### config.mk
export PLATFORM = sky130hd
export DESIGN_NAME = pac_port_ctrl
export DESIGN_NICKNAME = d
export VERILOG_FILES = /design/src/rtl/pac_pkg.sv /design/src/rtl/pac_dir_decode.sv /design/src/rtl/pac_access_qual.sv /design/src/rtl/pac_strobe_reg.sv /design/src/rtl/pac_bus_drive.sv /design/src/rtl/pac_port_ctrl.sv
export SDC_FILE = /design/constraint.sdc
export NUM_CORES = 1
export LEC_CHECK = 0
export ABC_AREA = 1
export BUFFER_PORTS_ARGS = -buffer_cell sky130_fd_sc_hd__buf_2
export CAP_MARGIN = 20
export CORE_MARGIN = 8
export CORE_UTILIZATION = 25
export CTS_CLUSTER_SIZE = 12
export DETAILED_ROUTE_END_ITERATION = 10
export PLACE_DENSITY = 0.67
export SETUP_SLACK_MARGIN = 0.1
export SKIP_CTS_REPAIR_TIMING = 1
export SYNTH_ARGS = -nofsm -noshare
export SYNTH_HDL_FRONTEND = slang
export SYNTH_HIERARCHICAL = 1
export SYNTH_SLANG_ARGS = --single-unit
### constraint.sdc
create_clock -name clk -period 1.5 [get_ports clk]
set_input_delay 0.225 -clock clk [delete_from_list [all_inputs] [get_ports clk]]
set_output_delay 0.225 -clock clk [all_outputs]
set_load 0.005 [all_outputs]
### src/rtl/pac_pkg.sv
`timescale 1ns/1ps
package pac_pkg;
   typedef enum logic [2:0] {
      ACC_IDLE    = 3'd0,
      ACC_FIFO_WR = 3'd1,
      ACC_FIFO_RD = 3'd2,
      ACC_MBX_WR  = 3'd3,
      ACC_MBX_RD  = 3'd4
   } acc_kind_e;

   typedef struct packed {
      logic fifo_wr;
      logic fifo_rd;
      logic mbx_wr;
      logic mbx_rd;
   } strobe_set_t;

   localparam int STROBE_CNT = 4;
endpackage

### src/rtl/pac_dir_decode.sv
`timescale 1ns/1ps
module pac_dir_decode #(
   parameter bit WR_LEVEL = 1'b1
) (
   input  logic wr_rd,
   output logic wr_state,
   output logic rd_state
);
   generate
      if (WR_LEVEL) begin : g_high_writes
         assign wr_state = wr_rd;
         assign rd_state = ~wr_rd;
      end else begin : g_low_writes
         assign wr_state = ~wr_rd;
         assign rd_state = wr_rd;
      end
   endgenerate
endmodule

### src/rtl/pac_access_qual.sv
`timescale 1ns/1ps
module pac_access_qual
   import pac_pkg::*;
(
   input  logic      cs_n,
   input  logic      en,
   input  logic      mbx_sel,
   input  logic      wr_state,
   input  logic      rd_state,
   input  logic      in_rdy,
   input  logic      out_rdy,
   output acc_kind_e acc
);
   logic active;
   assign active = ~cs_n & en;

   always_comb begin
      acc = ACC_IDLE;
      if (active) begin
         if (mbx_sel) begin
            if (wr_state)      acc = ACC_MBX_WR;
            else if (rd_state) acc = ACC_MBX_RD;
         end else begin
            if (wr_state && in_rdy)       acc = ACC_FIFO_WR;
            else if (rd_state && out_rdy) acc = ACC_FIFO_RD;
         end
      end
   end
endmodule

### src/rtl/pac_strobe_reg.sv
`timescale 1ns/1ps
module pac_strobe_reg
   import pac_pkg::*;
#(
   parameter int DATA_W = 36
) (
   input  logic              clk,
   input  logic              rst_n,
   input  acc_kind_e         acc,
   input  logic [DATA_W-1:0] bus_in,
   output strobe_set_t       stb,
   output logic [DATA_W-1:0] wr_data
);
   strobe_set_t stb_d;

   always_comb begin
      stb_d         = '0;
      stb_d.fifo_wr = (acc == ACC_FIFO_WR);
      stb_d.fifo_rd = (acc == ACC_FIFO_RD);
      stb_d.mbx_wr  = (acc == ACC_MBX_WR);
      stb_d.mbx_rd  = (acc == ACC_MBX_RD);
   end

   always_ff @(posedge clk or negedge rst_n) begin
      if (!rst_n) stb <= '0;
      else        stb <= stb_d;
   end

   always_ff @(posedge clk or negedge rst_n) begin
      if (!rst_n) wr_data <= '0;
      else if (stb_d.fifo_wr || stb_d.mbx_wr) wr_data <= bus_in;
   end

   assert_one_strobe_R10: assert property (@(posedge clk) disable iff (!rst_n)
      $onehot0({stb.fifo_wr, stb.fifo_rd, stb.mbx_wr, stb.mbx_rd}))
      else $error("more than one strobe active");
endmodule

### src/rtl/pac_bus_drive.sv
`timescale 1ns/1ps
module pac_bus_drive #(
   parameter int DATA_W = 36
) (
   input  logic              cs_n,
   input  logic              rd_state,
   input  logic              mbx_sel,
   input  logic [DATA_W-1:0] fifo_rd_data,
   input  logic [DATA_W-1:0] mbx_rd_data,
   output logic              bus_oe,
   output logic [DATA_W-1:0] bus_out
);
   assign bus_oe  = ~cs_n & rd_state;
   assign bus_out = mbx_sel ? mbx_rd_data : fifo_rd_data;
endmodule

### src/rtl/pac_port_ctrl.sv
`timescale 1ns/1ps
module pac_port_ctrl
   import pac_pkg::*;
#(
   parameter int DATA_W   = 36,
   parameter bit WR_LEVEL = 1'b1
) (
   input  logic              clk,
   input  logic              rst_n,
   input  logic              cs_n,
   input  logic              wr_rd,
   input  logic              en,
   input  logic              mbx_sel,
   input  logic              in_rdy,
   input  logic              out_rdy,
   input  logic [DATA_W-1:0] bus_in,
   input  logic [DATA_W-1:0] fifo_rd_data,
   input  logic [DATA_W-1:0] mbx_rd_data,
   output logic              fifo_wr_stb,
   output logic              fifo_rd_stb,
   output logic              mbx_wr_stb,
   output logic              mbx_rd_stb,
   output logic [DATA_W-1:0] wr_data,
   output logic              bus_oe,
   output logic [DATA_W-1:0] bus_out
);
   generate
      if (DATA_W < 1) begin : g_bad_width
         $error("pac_port_ctrl: DATA_W must be at least 1");
      end
   endgenerate

   logic        wr_state, rd_state;
   acc_kind_e   acc;
   strobe_set_t stb;

   pac_dir_decode #(.WR_LEVEL(WR_LEVEL)) dir_i (
      .wr_rd(wr_rd), .wr_state(wr_state), .rd_state(rd_state));

   pac_access_qual qual_i (
      .cs_n(cs_n), .en(en), .mbx_sel(mbx_sel), .wr_state(wr_state),
      .rd_state(rd_state), .in_rdy(in_rdy), .out_rdy(out_rdy), .acc(acc));

   pac_strobe_reg #(.DATA_W(DATA_W)) stb_i (
      .clk(clk), .rst_n(rst_n), .acc(acc), .bus_in(bus_in),
      .stb(stb), .wr_data(wr_data));

   pac_bus_drive #(.DATA_W(DATA_W)) drv_i (
      .cs_n(cs_n), .rd_state(rd_state), .mbx_sel(mbx_sel),
      .fifo_rd_data(fifo_rd_data), .mbx_rd_data(mbx_rd_data),
      .bus_oe(bus_oe), .bus_out(bus_out));

   assign fifo_wr_stb = stb.fifo_wr;
   assign fifo_rd_stb = stb.fifo_rd;
   assign mbx_wr_stb  = stb.mbx_wr;
   assign mbx_rd_stb  = stb.mbx_rd;

   assert_oe_needs_select_R1: assert property (@(posedge clk) disable iff (!rst_n)
      bus_oe |-> !cs_n) else $error("bus driven while deselected");

   assert_no_overflow_R3: assert property (@(posedge clk) disable iff (!rst_n)
      fifo_wr_stb |-> $past(in_rdy)) else $error("write into full FIFO");

   assert_no_underflow_R5: assert property (@(posedge clk) disable iff (!rst_n)
      fifo_rd_stb |-> $past(out_rdy)) else $error("read from empty FIFO");

   assert_mbx_blocks_fifo_R7: assert property (@(posedge clk) disable iff (!rst_n)
      (fifo_wr_stb || fifo_rd_stb) |-> !$past(mbx_sel))
      else $error("FIFO strobe during mailbox select");

   assert_idle_no_strobe_R8: assert property (@(posedge clk) disable iff (!rst_n)
      (cs_n || !en) |=> !(fifo_wr_stb || fifo_rd_stb || mbx_wr_stb || mbx_rd_stb))
      else $error("strobe without select and enable");
endmodule

* Word-level counts from Yosys, hierarchy flattened
Index checks and enable logic that the tools add are counted.
** Word-level totals
- Register bits after elaboration :: 40
- Input bits :: 116
- Output and inout bits :: 77
- Logic and storage cells :: 22
** Cells by class
- Eq/ne operators :: 4
- Multiplexer cells :: 6
- Bitwise logic cells :: 4
- Reduce and logical (&&, ||, !) cells :: 3
** Operator list (number)
- $mux 36 :: 1
- $mux 3 :: 4
- $eq 3x2->1 const B :: 2
- $eq 3x1->1 const B :: 1
- $eq 3x3->1 const B :: 1
- $and 1x1->1 :: 2
- $logic_and 1x1->1 :: 2
- $mux 2 :: 1
- $not 1->1 :: 2
- $logic_or 1x1->1 :: 1

* Logic depth before layout (Yosys ltp)
Gate-level depths: netlist of run 1.
- Depth after elaboration :: 8
- Mapped depth :: 11
- Depth with buffers taken out :: 10

* By module
The synthesis of run 1 kept the hierarchy.
** By module, submodules not included
- pac_strobe_reg :: instances 1, cells an instance 169, area each 1617.8 um^2
- pac_bus_drive :: instances 1, cells an instance 118, area each 525.5 um^2
- pac_access_qual :: instances 1, cells an instance 14, area each 62.6 um^2
- pac_dir_decode :: instances 1, cells an instance 2, area each 11.3 um^2

* Worst setup path before layout of run 1
No wires, ideal clock.
- Path type :: input port to flip-flop
- Start :: input port wr_rd
- End :: register stb_i.wr_data[10]
- Setup time :: 0.116 ns
- Arrival time :: 1.258 ns
- Slack :: 0.126 ns
- Stages on the path :: 10
- Path buffers :: 3
- Cell sequence :: buf_4 > inv_1 > nand2_1 > nand2_1 > a21oi_1 > nand3_2 > buf_6 > buf_6 > nand3_1 > nand2_1
** On the way
- Elaborated cells on any way between the ends :: 11
** RTL lines
- from (decl) :: line pac_port_ctrl.sv:11 : input logic wr_rd,
- $logic_and 1x1->1 :: line pac_access_qual.sv:24 : if (wr_state && in_rdy) acc = ACC_FIFO_WR;
- $mux 3 :: line pac_access_qual.sv:24
- $mux 3 (*) :: line pac_access_qual.sv:20 : if (mbx_sel) begin
- $mux 3 (*) :: line pac_access_qual.sv:19 : if (active) begin
- via acc[0] :: line pac_port_ctrl.sv:34 : acc_kind_e acc;
- $eq 3x1->1 or $eq 3x2->1 (tied branches) :: line pac_strobe_reg.sv:18, pac_strobe_reg.sv:20
- $logic_or 1x1->1 (*) :: line pac_strobe_reg.sv:31 : else if (stb_d.fifo_wr || stb_d.mbx_wr) wr_data <= bus_in;
- to (signal assigned) :: line pac_strobe_reg.sv:31
- to (decl) :: line pac_strobe_reg.sv:12 : output logic [DATA_W-1:0] wr_data
Mark *: on every way through the listed nets, which the timed path passes. The rest lies on a longest branch.
A chain may end at the register's enable or synchronous reset.

* Worst setup path in the final report of run 1
- Start :: input port wr_rd
- End :: register stb_i.wr_data[15]
** On the way
- Word-level cells in the longest chain between the ends :: 8
- Elaborated cells on any way between the ends :: 11
** RTL lines
- $not 1->1 (*) :: line pac_dir_decode.sv:12 : assign rd_state = ~wr_rd;
- via rd_state :: line pac_port_ctrl.sv:33 : logic wr_state, rd_state;
- $logic_and 1x1->1 (*) :: line pac_access_qual.sv:25 : else if (rd_state && out_rdy) acc = ACC_FIFO_RD;
- $mux 2 (*) :: line pac_access_qual.sv:25
- $mux 3 (*) :: line pac_access_qual.sv:24
- $mux 3 (*) :: line pac_access_qual.sv:20
- $mux 3 (*) :: line pac_access_qual.sv:19
- via acc[1] :: line pac_port_ctrl.sv:34
- $eq 3x1->1 or $eq 3x2->1 (tied branches) :: line pac_strobe_reg.sv:18, pac_strobe_reg.sv:20
- $logic_or 1x1->1 (*) :: line pac_strobe_reg.sv:31
Marked as above.

==> results of run 1 <==
## critical path, cell delays in order
cell and delay [ns]:
sky130_fd_sc_hd__buf_2 0.11, sky130_fd_sc_hd__inv_1 0.06, sky130_fd_sc_hd__nand2_1 0.05, sky130_fd_sc_hd__inv_1 0.04, sky130_fd_sc_hd__nand2_1 0.04, sky130_fd_sc_hd__a21oi_1 0.19
sky130_fd_sc_hd__nand3_2 0.25, sky130_fd_sc_hd__nand2_2 0.16, sky130_fd_sc_hd__buf_12 0.19, sky130_fd_sc_hd__nand2_1 0.07, sky130_fd_sc_hd__nand2_1 0.06
## state kept, by name (all words and copies together), names as in the netlist
| register | flops |
|---|---|
| stb_i/stb | 4 |
| stb_i/wr_data | 36 |
## power groups by stage
stage / logic [mW] / clock network [mW] / registers, mW
after floorplan: 0.400 / 0 / 1.46
after global placement: 0.956 / 0 / 1.44
after detailed placement: 0.978 / 0 / 1.44
after CTS: 0.976 / 0.739 / 1.43
after global routing: 1.08 / 0.779 / 1.46
final: 0.952 / 0.700 / 1.43
## cell usage in the layout (no fill, tap or decap), types with 2 or more instances in the layout
| cell type | Yosys | layout |
|---|---|---|
| sky130_fd_sc_hd__buf_2 | 0 | 192 |
| sky130_fd_sc_hd__a21oi_1 | 2 | 2 |
| sky130_fd_sc_hd__nand3_1 | 36 | 36 |
| sky130_fd_sc_hd__clkbuf_8 | 0 | 5 |
| sky130_fd_sc_hd__buf_4 | 6 | 4 |
| sky130_fd_sc_hd__inv_1 | 9 | 9 |
| sky130_fd_sc_hd__nor2_1 | 4 | 4 |
| sky130_fd_sc_hd__nand2_2 | 12 | 12 |
| sky130_fd_sc_hd__nand2_1 | 177 | 177 |
| sky130_fd_sc_hd__buf_12 | 1 | 4 |
| sky130_fd_sc_hd__clkbuf_1 | 0 | 2 |
| sky130_fd_sc_hd__dfrtp_1 | 40 | 40 |
## area by class of cell
| class | instances | area (µm²) | share of cell area [%] |
|---|---|---|---|
| Antenna cell | 1 | 2.50 | 0.0751 |
| Tap cell | 108 | 135 | 4.06 |
| Sequential cell | 40 | 1000 | 30.0 |
| Clock buffer | 7 | 76.3 | 2.29 |
| Clock inverter | 1 | 8.76 | 0.263 |
| Inverter | 10 | 45.0 | 1.35 |
| Multi-Input combinational cell | 234 | 971 | 29.1 |
| Timing Repair Buffer | 202 | 1090 | 32.8 |
## cell families after synthesis
group,Yosys count,synth area share [%]
AO/OA/AOI/OAI,2,0.451
buffers and inverters,29,11.1
flip-flops,40,45.1
AND/OR/NAND/NOR,232,43.3
## worst min-delay path by stage
stage / cells past startpoint / end / slack, ns
after floorplan: 0 / stb_i/stb[0] / -0.07
after global placement: 1 / stb_i/wr_data[27] / 0.20
after detailed placement: 1 / stb_i/wr_data[26] / 0.21
after CTS: 1 / stb_i/wr_data[26] / -0.11
after global routing: 3 / stb_i/wr_data[25] / 0.12
final: 3 / stb_i/wr_data[30] / 0.12
## routing by layer
layer / share of wire (%) / vias to the layer above
li1: - / 1305
met1: 37 / 1116
met2: 48 / 124
met3: 15 / 5
met4: 0.59 / 0
met5: 0 / -
==> results.md, run 1 <==
Run status:
- The flow ran to the end, and the final reports show no timing, DRC or antenna violations.

Critical path:
- The critical path data arrival time is ~1.5 ns.
- Counting cells, the worst reg-to-reg path comes to 2.
- The startpoint identified for the worst register-to-register timing path is stb_i/wr_data[7].
- The worst setup path startpoint is wr_rd.
- Setup slack on the worst reg-to-reg path comes out at around 0.84 ns.
- The worst setup path is of the in -> reg kind.
- The capture instance of the worst register-to-register path is stb_i/wr_data[7].
- The kind of end point of the critical path is a register.
- The required time of the worst setup path is between 1.5 and 2 ns.
- The last element of the critical path is stb_i/wr_data[15].
- Of all nets on the critical path, the largest fanout is 36.
- STA classifies the critical path startpoint as an input pin.

Power:
- The combinational group share of total power is 30.9%.
- The switching power share of the total is a little under a third.
- The leakage power total is approximately 2.1 nW.
- Per report_power, the sequential group accounts for between 40% and 50% of the total.
- The completed layout was analyzed and its total power is between 3 and 4 mW.
- For this design the total switching power over the nets is 0.949 mW.
- The clock network is responsible for a little under a quarter of the overall power.
- The internal power component is approximately 2.1 mW.
- The maximum vdd ir drop is ~0.57 mV.
- The cell area power density is 924 nW/µm².

Global route:
- The via count of the first global-routing pass came to 2,494.
- For this run, global-route usage on met3 was measured as 4.36%.
- In the global route stage, met2 resource usage came out at around a fifth.
- The largest net degree at the start of global routing is 38.
- The global-route total usage across every layer is a little under an eighth.
- The first global-routing pass estimated about 11 mm of wire.
- The met1 layer usage reported by global route is 12.6%.
- The number of antenna violations at the first check in global routing came to 0.
- In this run the most used layer during global routing was met2.
- Global routing finished with a remaining overflow of 0.

Detailed routing:
- Once detail routing completed, the nets flagged for antenna violations numbered 0.
- The number of design rule violations left after detail routing is 0.
- The number of design-rule violations left by the first detailed-router iteration is 161.
- After detailed routing, the average wire length per cell comes to around 13 µm.
- Summed over all layers, the routed wires come to 7.76 mm.
- Dividing the detail-routed via count by the number of cells gives 4.23.
- The first detailed-routing pass ran for 4 iterations.
- The routed layout has 2,550 vias.

Layout:
- Once layout is complete, the utilization of the core stands at 38.4%.
- After routing the design area is 3330 µm².
- The net count of the finished layout is 609.
- The area growth from synthesis to layout is 50.3%.
- The number of fill cells is 888.
- The share of cells above drive strength 1 is around 45%.
- Leaving out filler cells and counting taps, the final layout contains 603.

Floorplanning:
- The number of placement rows is 34.
- The boundary pin count is between 150 and 200.
- The floorplan core area is approximately 8700 µm².
- The die area is roughly 12,000 µm².
- The initial utilization of the core area, before any placement, comes to between 20% and 30%.
- The die is approximately 110 µm tall.
- From left edge to right edge, the die measures between 100 and 150 µm.

Synthesis:
- The share of synthesized area in the top cell type comes to between 40% and 50%.
- Yosys mapped a number of flops with a built-in enable equal to 0.
- Of all flip-flops after synthesis, the portion carrying an async set or reset was between 90% and 100%.
- The number of warnings printed during yosys synthesis is 6.
- The synthesized netlist net count is between 400 and 500.
- The most common cell in the synthesized netlist is sky130_fd_sc_hd__nand2_1.
- The number of different library cells in the post-synthesis netlist is 14.
- By area the synthesized netlist is led by sky130_fd_sc_hd__dfrtp_1 (45%), sky130_fd_sc_hd__nand2_1 (30%), sky130_fd_sc_hd__nand3_1 (8.1%).
- Synthesis produced a netlist whose cell count is between 300 and 400.
- After synthesis the cells add up to 2220 µm².
- Summed over all instances, the cell type with the most area after synthesis is sky130_fd_sc_hd__dfrtp_1.
- In the synthesized netlist, the cells that appear most often are sky130_fd_sc_hd__nand2_1 (177), sky130_fd_sc_hd__dfrtp_1 (40), sky130_fd_sc_hd__nand3_1 (36), sky130_fd_sc_hd__buf_6 (12), sky130_fd_sc_hd__nand2_2 (12).
- The prevailing post-synth register cell is sky130_fd_sc_hd__dfrtp_1.
- The sequential cell area fraction in the yosys report is roughly 45%.
- In this run, synthesis produced a sequential element count of 40.
- Dividing the synthesized area by the synthesized cell count gives approximately 7.3 µm².

STA:
- The fmax is 795 MHz.
- The pin slew with the least headroom to its limit is about 0.48 ns.
- Setup repair after global routing left no endpoint under its margin.
- The clock skew after layout is 0 ns.
- The number of max-slew violations in the final report was 0.
- The final-report hold violation count is 0.
- The period utilization is between 80% and 90%.
- The post-layout worst setup margin is about 0.24 ns.
- On the final layout, the worst hold slack is approximately 0.12 ns.
- The setup TNS is 0 ns.
- The tightest slew margin relative to the limit is roughly 70%.
- The number of failing setup endpoints in the final timing report is 0.
- The routed design could run at a clock period as short as about 1.3 ns.

Clock tree:
- Buffers inserted during clock tree synthesis total 5.
- The clock passes through at most 2 buffers.
- The TritonCTS clock tree is done.
- The clock net in this run drives a total of 40 sinks.
- The root buffer selected by CTS is sky130_fd_sc_hd__clkbuf_8.
- The depth of the CTS H-tree is 2.
- The clock latency on the worst-skew pair is 0.29 ns.
- The clock-pin slew of the registers on the worst-case setup and hold paths is approximately 0.08 ns.

Placed design:
- The post-placement setup slack is -0.0635 ns.
- The post-place instance area is between 3000 and 4000 µm².
- The number of cells after detailed placement is about 590.
- The post-DP HPWL is around 6.2 mm.
- The congestion estimate from routability-driven global placement came to 0.746.
- The count of buffers inserted at the top-level ports is between 150 and 200.

Worst hold path:
- The class of the tightest hold or removal check is in -> reg.
- The origin of the worst min-delay path is bus_in[30].

Run:
- The number of violations of the max-capacitance limit is 0.
No activity file was read; power rests on OpenSTA's default activity.
==> inputs of run 2 (changes only) <==
--- a/config.mk
+++ b/config.mk
@@ -5,14 +5,14 @@
 export SDC_FILE = /design/constraint.sdc
 export NUM_CORES = 1
 export LEC_CHECK = 0
-export ABC_AREA = 1
+export ABC_AREA = 0
 export BUFFER_PORTS_ARGS = -buffer_cell sky130_fd_sc_hd__buf_2
 export CAP_MARGIN = 20
 export CORE_MARGIN = 8
 export CORE_UTILIZATION = 25
 export CTS_CLUSTER_SIZE = 12
 export DETAILED_ROUTE_END_ITERATION = 10
-export PLACE_DENSITY = 0.67
+export PLACE_DENSITY = 0.69
 export SETUP_SLACK_MARGIN = 0.1
 export SKIP_CTS_REPAIR_TIMING = 1
 export SYNTH_ARGS = -nofsm -noshare
==> constraint.sdc (replaced) <==
create_clock -name clk -period 1.05 [get_ports clk]
set_input_delay 0.1575 -clock clk [delete_from_list [all_inputs] [get_ports clk]]
set_output_delay 0.1575 -clock clk [all_outputs]
set_load 0.005 [all_outputs]
==> run 2 against run 1 <==
  * The flow now finishes with violations (negative setup slack)
  * Synthesized cell count is 55% lower
  * Non-clock buffer count increased by 16
  * Clock skew did not move
  * Worst hold slack got worse by 0.028 ns
==> results.md, run 2 <==
Run status:
- The flow ran to the end, but the final reports show violations.
- The final reports fail on negative setup slack.

STA:
- The setup TNS is -7.15 ns.
- The worst pin sits at a relative slew slack of between 80% and 90%.
- The number of max-slew violations in the final report is 0.
- The fmax is around 840 MHz.
- The final worst hold slack is roughly 0.095 ns.
- In the post-route analysis, the smallest setup slack over all paths is -0.147 ns.
- Setup repair after global routing could not meet its margin everywhere.
- For the pin with the worst max-slew slack, the measured transition is about 0.26 ns.
- The period utilization is 114%.
- The time the worst path needs with I/O delays and setup is 1.20 ns.
- The clock skew after layout is 0 ns.
- The final-report hold violation count is 0.
- Setup violations remaining at the end of the flow were counted as 72.

Synthesis:
- Summing the sequential cell areas from Yosys gives between 40 and 50% of the chip area.
- The most common cell in the synthesized netlist is sky130_fd_sc_hd__mux2_4.
- Counting distinct cell types in the post-synthesis netlist gives 18.
- The Yosys step of the flow raised 6 warnings.
- The largest total area in the synthesized netlist belongs to sky130_fd_sc_hd__dfrtp_1.
- Synthesis produced a netlist with a net count of 251.
- Summing every instance area after synthesis gives 2230 µm².
- The synthesized design contains 40 register bits.
- The number of flops mapped to enable cells by yosys is 0.
- After synthesis, the largest area contributor takes up between 40 and 50% of total cell area.
- The cell count after synthesis is 135.
- The mean cell area of the mapped netlist is about 17 µm².
- Of all flip-flops after synthesis, the portion carrying an async set or reset was 100%.
- Sorting the synthesized cells by area gives the leading types as sky130_fd_sc_hd__dfrtp_1 (45%), sky130_fd_sc_hd__mux2_4 (32%), sky130_fd_sc_hd__mux2_2 (12%).
- In the synthesized netlist, the cells that appear most often are sky130_fd_sc_hd__mux2_4 (48), sky130_fd_sc_hd__dfrtp_1 (40), sky130_fd_sc_hd__mux2_2 (24), sky130_fd_sc_hd__buf_12 (4), sky130_fd_sc_hd__nor2b_1 (3).
- The prevailing post-synth register cell is sky130_fd_sc_hd__dfrtp_1.

Layout:
- After routing the design area is about 4000 µm².
- The filler cells instantiated in the layout total approximately 770.
- The library cells used most frequently in the layout, excluding fill and tap cells, are sky130_fd_sc_hd__buf_2 (152), sky130_fd_sc_hd__mux2_4 (56), sky130_fd_sc_hd__dfrtp_1 (40).
- The share of cells above drive strength 1 is a little under 90%.
- The library cell used most frequently in the layout, excluding fill and tap cells, is sky130_fd_sc_hd__buf_2.
- The core occupancy in the finished layout is between 40% and 50%.
- The area growth from synthesis to layout is 79.5%.
- Ranked by flip-flop count, first place goes to stb_i/wr_data.
- The sequential standard cell area is 1000 µm².
- The multi-input combinational cell area is about 1200 µm².
- The net count of the finished layout is 467.
- The repair_antennas step left the layout with diodes totalling 0.
- The register with the most flip-flops in the layout has 36 of them.
- The final cell count without fillers is 460.
- The largest registers in the layout are stb_i/wr_data (36), stb_i/stb (4).

Global route:
- For this run, the total global-route usage over all layers was measured as 11.8%.
- Entering global routing, the biggest net connects just over 40 pins.
- The number of antenna violations at the first check in global routing came to 2.
- The via count of the first global-routing pass is 2,160.
- The global-route wire length before repair is approximately 12 mm.
- Global routing finished with a remaining overflow of 0.

Placed design:
- The placed instances occupy a cell area of ~3300 µm².
- The number of cells after detailed placement is roughly 440.
- The post-DP HPWL is ~6.6 mm.
- The count of buffers inserted at the top-level ports is about 190.
- The post-placement setup slack is -0.504 ns.
- The weighted congestion reported at the end of routability-driven placement is just over 0.7.

Critical path:
- STA classifies the critical path endpoint as a register.
- In this run the worst path has a maximum fanout of 22.
- The critical path class is in -> reg.
- The worst setup path is launched from an input pin.
- The worst setup path startpoint is mbx_sel.
- The critical path data arrival time is 1.37 ns.
- The reg-to-reg startpoint is stb_i/wr_data[23].
- The required time of the worst setup path is between 1 and 1.5 ns.

Detailed routing:
- The wire length reported by the detailed router is roughly 8.6 mm.
- The routed wire length per instance is ~19 µm.
- The number of design-rule violations left by the first detailed-router iteration is 90.
- The count of nets left with antenna violations once routing finished came out at 0.
- The number of design rule violations left after detail routing is 0.
- The via count of the routed design is 2,016.
- For this run, the detailed router's first-pass iteration total came to 4.
- In the routed layout, each cell is associated on average with a via count of around 4.4.

Run:
- The number of violations of the max-capacitance limit is 0.

Floorplanning:
- The die area is 12,200 µm².
- The initial core utilization is 25.7%.
- The height of the chip is between 100 and 150 µm.
- The number of placement rows is 34.
- The floorplan core area is just under 9000 µm².
- Pin placement for this block handled 193 I/O pins.
- The die width is about 110 µm.

Clock tree:
- The cell sitting at the root of the clock tree is a sky130_fd_sc_hd__clkbuf_8.
- The depth of the CTS H-tree is 2.
- The clock drives 40 sinks.
- The TritonCTS clock tree is done.
- The number of buffers on the longest clock path is 2.
- Counting the buffers created by CTS gives 5.
- Clock-pin slew was measured on the worst setup and hold paths at 0.08 ns.
- The clock latency on the worst-skew pair is around 0.29 ns.

Worst hold path:
- The class of the tightest hold or removal check is in -> reg.
- The worst hold path begins at bus_in[29].

Power:
- The leakage power total is 2.14 nW.
- The maximum vdd ir drop is just under 0.8 mV.
- The power consumption is 4.92 mW.
- Power spread over the standard cell area amounts to around 1200 nW/µm².
## run 2: layout make-up
| class | count | share of cell area [%] |
|---|---|---|
| well taps | 108 | 3.38 |
| multi-input cells | 85 | 29.1 |
| clock inverters | 2 | 0.344 |
| repair buffers | 218 | 40.0 |
| clock buffers | 6 | 2.06 |
| inverters | 1 | 0.0938 |
| flip-flops and latches | 40 | 25.0 |
## run 2: report_power, final
part           switching (mW)  total [mW]  leakage, nW  internal [mW]
Clock                   0.543        1.08       0.0516          0.537
Sequential              0.158        2.01        0.483           1.85
Combinational           0.598        1.83         1.61           1.24
Total                    1.30        4.92         2.14           3.63
## run 2: worst paths after layout
| path | endpoint | slack, ns | cells after the start |
|---|---|---|---|
| worst max-delay path | stb_i/wr_data[30] | -0.15 | 6 |
| worst min-delay path | stb_i/wr_data[29] | 0.1 | 2 |
| worst max register to register | stb_i/wr_data[23] | 0.15 | 2 |
| worst min register to register | stb_i/wr_data[18] | 0.51 | 1 |
| max in group asynchronous | stb_i/wr_data[8] | 0.48 | 3 |
| min in group asynchronous | stb_i/wr_data[21] | 0.37 | 3 |
## run 2: critical path: stages
cell	delay (ns)
sky130_fd_sc_hd__buf_12	0.11
sky130_fd_sc_hd__nor2b_4	0.12
sky130_fd_sc_hd__and4b_1	0.24
sky130_fd_sc_hd__nor2b_4	0.18
sky130_fd_sc_hd__buf_12	0.19
sky130_fd_sc_hd__mux2_2	0.35
## run 2: cells by family (layout without fill, tap and decap cells)
kind of cell | count (synthesis) | count (layout) | synth area share [%]
AO/OA/AOI/OAI | 1 | 1 | 0.281
buffers and inverters | 10 | 227 | 6.11
flip-flops | 40 | 40 | 44.9
multiplexers | 72 | 72 | 44.4
AND/OR/NAND/NOR | 12 | 12 | 4.32
## run 2: per-layer routing
layer	GRT usage [%]	vias up	wire, µm
li1	-	917	-
met3	6.22	11	890
met5	0	-	0
met2	21.1	134	4580
met1	12.1	954	3050
met4	1.89	0	88
==> inputs of run 3 (changes only) <==
--- a/config.mk
+++ b/config.mk
@@ -8,8 +8,10 @@
 export ABC_AREA = 0
 export BUFFER_PORTS_ARGS = -buffer_cell sky130_fd_sc_hd__buf_2
 export CAP_MARGIN = 20
+export CORE_ASPECT_RATIO = 1.75
 export CORE_MARGIN = 8
 export CORE_UTILIZATION = 25
+export CTS_BUF_LIST = sky130_fd_sc_hd__clkbuf_4
 export CTS_CLUSTER_SIZE = 12
 export DETAILED_ROUTE_END_ITERATION = 10
 export PLACE_DENSITY = 0.69
==> run 3 against run 2 <==
  * The run still ends with negative setup slack left
  * Cell area rose by 1.2%
  * Critical path depth rose by 1
  * Sequential share of layout area fell by 0.29 points
  * Setup slack improved by 0.026 ns
  * Critical endpoint is now stb_i/wr_data[14]
  * Highest routed layer unchanged
  * Via count rose by 3.0%
  * Non-clock buffer count rose by 21
  * Largest power group unchanged
  * Global-route usage fell by 0.99 points
  * Clock skew did not move
==> results.md, run 3 (synthesis results as in run 2) <==
Clock tree:
- CTS placed an instance of sky130_fd_sc_hd__clkbuf_4 at the clock tree root.
- The TritonCTS clock tree is done.
- The number of clock buffers added by TritonCTS is 5.
- At the later pin of the worst-skew pair, clock insertion delay measures approximately 0.35 ns.
- The number of buffers on the longest clock path is 2.
- In this run the number of H-tree levels came out at 2.
- The clock drives 40 sinks.
- Clock-pin slew was measured on the worst setup and hold paths at 0.12 ns.

STA:
- Hold timing on the final database bottoms out at a slack of about 0.031 ns.
- Setup repair after global routing could not meet its margin everywhere.
- The number of failing setup endpoints in the final timing report is slightly below 70.
- The worst path in the final design needs a cycle of between 1 and 1.5 ns, including I/O delays and setup.
- Measured against its own limit, the worst slew margin works out to just under 80%.
- The fmax is around 850 MHz.
- The number of max-slew violations in the final report came to 0.
- Summed over all failing endpoints, the final setup total negative slack is -3.97 ns.
- For the final database, setup skew stands at 0 ns.
- The period utilization is 112%.
- The post-layout worst setup margin is -0.122 ns.
- The pin slew with the least headroom to its limit is about 0.34 ns.
- The final-report hold violation count is 0.

Layout:
- At the end of the flow, the number of nets in the layout was a little under 500.
- The number of antenna diodes is 0.
- Measured on the finished design, the core utilization comes to a little under half.
- The library cell used most frequently in the layout, excluding fill and tap cells, is sky130_fd_sc_hd__buf_2.
- The area growth from synthesis to layout is 81.6%.
- The register with the most flip-flops in the layout has 36 of them.
- In the layout the commonest cells are sky130_fd_sc_hd__buf_2 (173), sky130_fd_sc_hd__mux2_4 (66), sky130_fd_sc_hd__dfrtp_1 (40).
- The most flop-heavy register is stb_i/wr_data.
- Cells with a size suffix above 1 make up between 80% and 90% of the layout.
- The largest registers in the layout are stb_i/wr_data (36), stb_i/stb (4).
- The number of fill cells is ~800.

Worst hold path:
- The class of the tightest hold or removal check is in -> reg.

Detailed routing:
- Detailed routing inserted a total of between 2,000 and 2,500 vias.
- The number of design rule violations left after detail routing is 0.
- For this block, the initial DRC count from the detailed router was 15.
- The mean number of vias per cell is around 4.2.
- The count of antenna-violating nets left after detailed routing is 0.
- For this block, the routed nets add up to 8.33 mm of wire.
- The pre-antenna-repair detailed-routing pass consisted of 5 iterations.
- In the final routed layout, each cell accounts on average for 17.0 µm.

Global route:
- In the global route stage, overall resource usage came out at 10.8%.
- The via count of the first global-routing pass is ~2,100.
- The largest net degree at the start of global routing is 37.
- The number of antenna violations at the first check in global routing was 0.
- The total global routing overflow is 0.
- The first global-routing pass estimated ~10 mm of wire.

Placed design:
- Port buffering added around 190 buffers.
- Once detailed placement completed, the half-perimeter wirelength came to 6.20 mm.
- The weighted congestion reported at the end of routability-driven placement is roughly 0.79.

Floorplanning:
- In this run the vertical extent of the chip is ~140 µm.
- In this run the standard cell core region covers around 8700 µm².
- The die area is about 12,000 µm².
- After floorplanning, the core was divided into 45 placement rows.
- Pin placement for this block handled 193 I/O pins.
- Once the floorplan was initialized, standard cells occupied between 20 and 30% of the core.
- The floorplan step set the die width to 87.4 µm.

Run status:
- The final reports fail on negative setup slack.
- The run finished, with violations left.

Power:
- Of the total power, registers draw a little under two fifths.
- Of the total power, combinational logic draws a little over a third.
- The internal power component is between 4 and 5 mW.
- The proportion of power drawn by the clock network is 27.0%.
- The net switching power is 1.32 mW.
- Net switching is between 20% and 30% of the power.
- VDD sags by at most 1.19 mV.
- For this design the static power due to leakage is between 2 and 2.5 nW.
- The cell area power density is roughly 1400 nW/µm².

Critical path:
- The buffering stage count on the worst path with inverters included is 3.
- The setup check on the worst reg-to-reg path leaves a slack of approximately 0.13 ns.
- For this design, the slowest cell found on the critical path is sky130_fd_sc_hd__mux2_4.
- The nature of the critical path startpoint is an input pin.
- By startpoint and endpoint, the worst setup path is classified as in -> reg.
- The required time of the worst setup path is approximately 1.3 ns.
- The critical path data arrival time is roughly 1.4 ns.
- The family with the most delay on the worst path is simple AND/OR/NAND/NOR gates.
- The kind of end point of the critical path is a register.
- The signal on the critical path passes through buf_12 > nor2_4 > nor4bb_4 > nor2b_4 > buf_12 > clkbuf_16 > mux2_4.
- The library cell appearing most often on the critical path is sky130_fd_sc_hd__buf_12.
- The delay of the slowest critical-path stage is 0.30 ns.
- The top fanout value on the critical path is 8.

Run:
- Max-cap violations in this run came to 0.
-- run 3: cell types whose count changed in the layout (fill, tap and decap cells not counted), moves of 2 or more --
cell                            delta
sky130_fd_sc_hd__buf_2            +21
sky130_fd_sc_hd__buf_6            -19
sky130_fd_sc_hd__buf_4            +16
sky130_fd_sc_hd__mux2_2           -10
sky130_fd_sc_hd__mux2_4           +10
sky130_fd_sc_hd__dlygate4sd3_1     +9
sky130_fd_sc_hd__clkbuf_8          -6
sky130_fd_sc_hd__clkbuf_4          +5
sky130_fd_sc_hd__bufinv_16         +3
sky130_fd_sc_hd__buf_8             -2
sky130_fd_sc_hd__clkbuf_16         -2
-- run 3: cell type report --
class | count | area (µm²) | share of cell area [%]
Clock buffer | 5 | 37.5 | 0.926
Clock inverter | 3 | 90.1 | 2.22
Inverter | 1 | 3.75 | 0.0926
Multi-Input combinational cell | 85 | 1200 | 29.5
Sequential cell | 40 | 1000 | 24.7
Tap cell | 117 | 146 | 3.61
Timing Repair Buffer | 239 | 1580 | 38.9
-- run 3: power by group through the flow --
stage | sequential [mW] | clock (mW) | combinational (mW)
finish | 2.03 | 1.49 | 2.01
detailed placement | 2.04 | 0 | 1.49
floorplan | 2.06 | 0 | 0.687
CTS | 2.02 | 1.56 | 1.49
global placement | 2.03 | 0 | 1.45
global route | 2.06 | 1.61 | 2.15
-- run 3: final timing paths --
path	startpoint	end	depth (start not counted)
worst max-delay path	mbx_sel	stb_i/wr_data[14]	7
worst min-delay path	bus_in[3]	stb_i/wr_data[3]	2
worst max register to register	stb_i/wr_data[8]	stb_i/wr_data[8]	2
worst min register to register	stb_i/wr_data[18]	stb_i/wr_data[18]	1
max in group asynchronous	rst_n	stb_i/wr_data[17]	3
min in group asynchronous	rst_n	stb_i/wr_data[24]	2
-- run 3: metrics by stage --
step           area (µm²)  worst slack, ns  cells  power (mW)
2_1_floorplan        2260           -0.326    135        2.75
3_3_place_gp         3320           -0.486    443        3.48
3_5_place_dp         3320           -0.549    443        3.53
4_1_cts              3450           -0.484    451        5.07
5_1_grt              4050           -0.130    490        5.82
6_report             4050           -0.122    490        5.53
-- run 3: per-layer routing --
metal  vias to the layer above  share of wire [%]  wire (µm)  global-route usage [%]
met2                       150                 52       4330                    19.4
met4                         0                1.8        153                    4.47
met5                         -                  0          0                       0
met3                        14                 16       1330                    6.52
met1                       961                 30       2510                    9.22
li1                        952                  -          -                       -
-- run 3: worst register-to-register path, delay by kind of cell (launching register included) --
| kind | cells | cell delay (ns) |
|---|---|---|
| flip-flops | 1 | 0.42 |
| multiplexers | 1 | 0.26 |
| buffers and inverters | 1 | 0.14 |
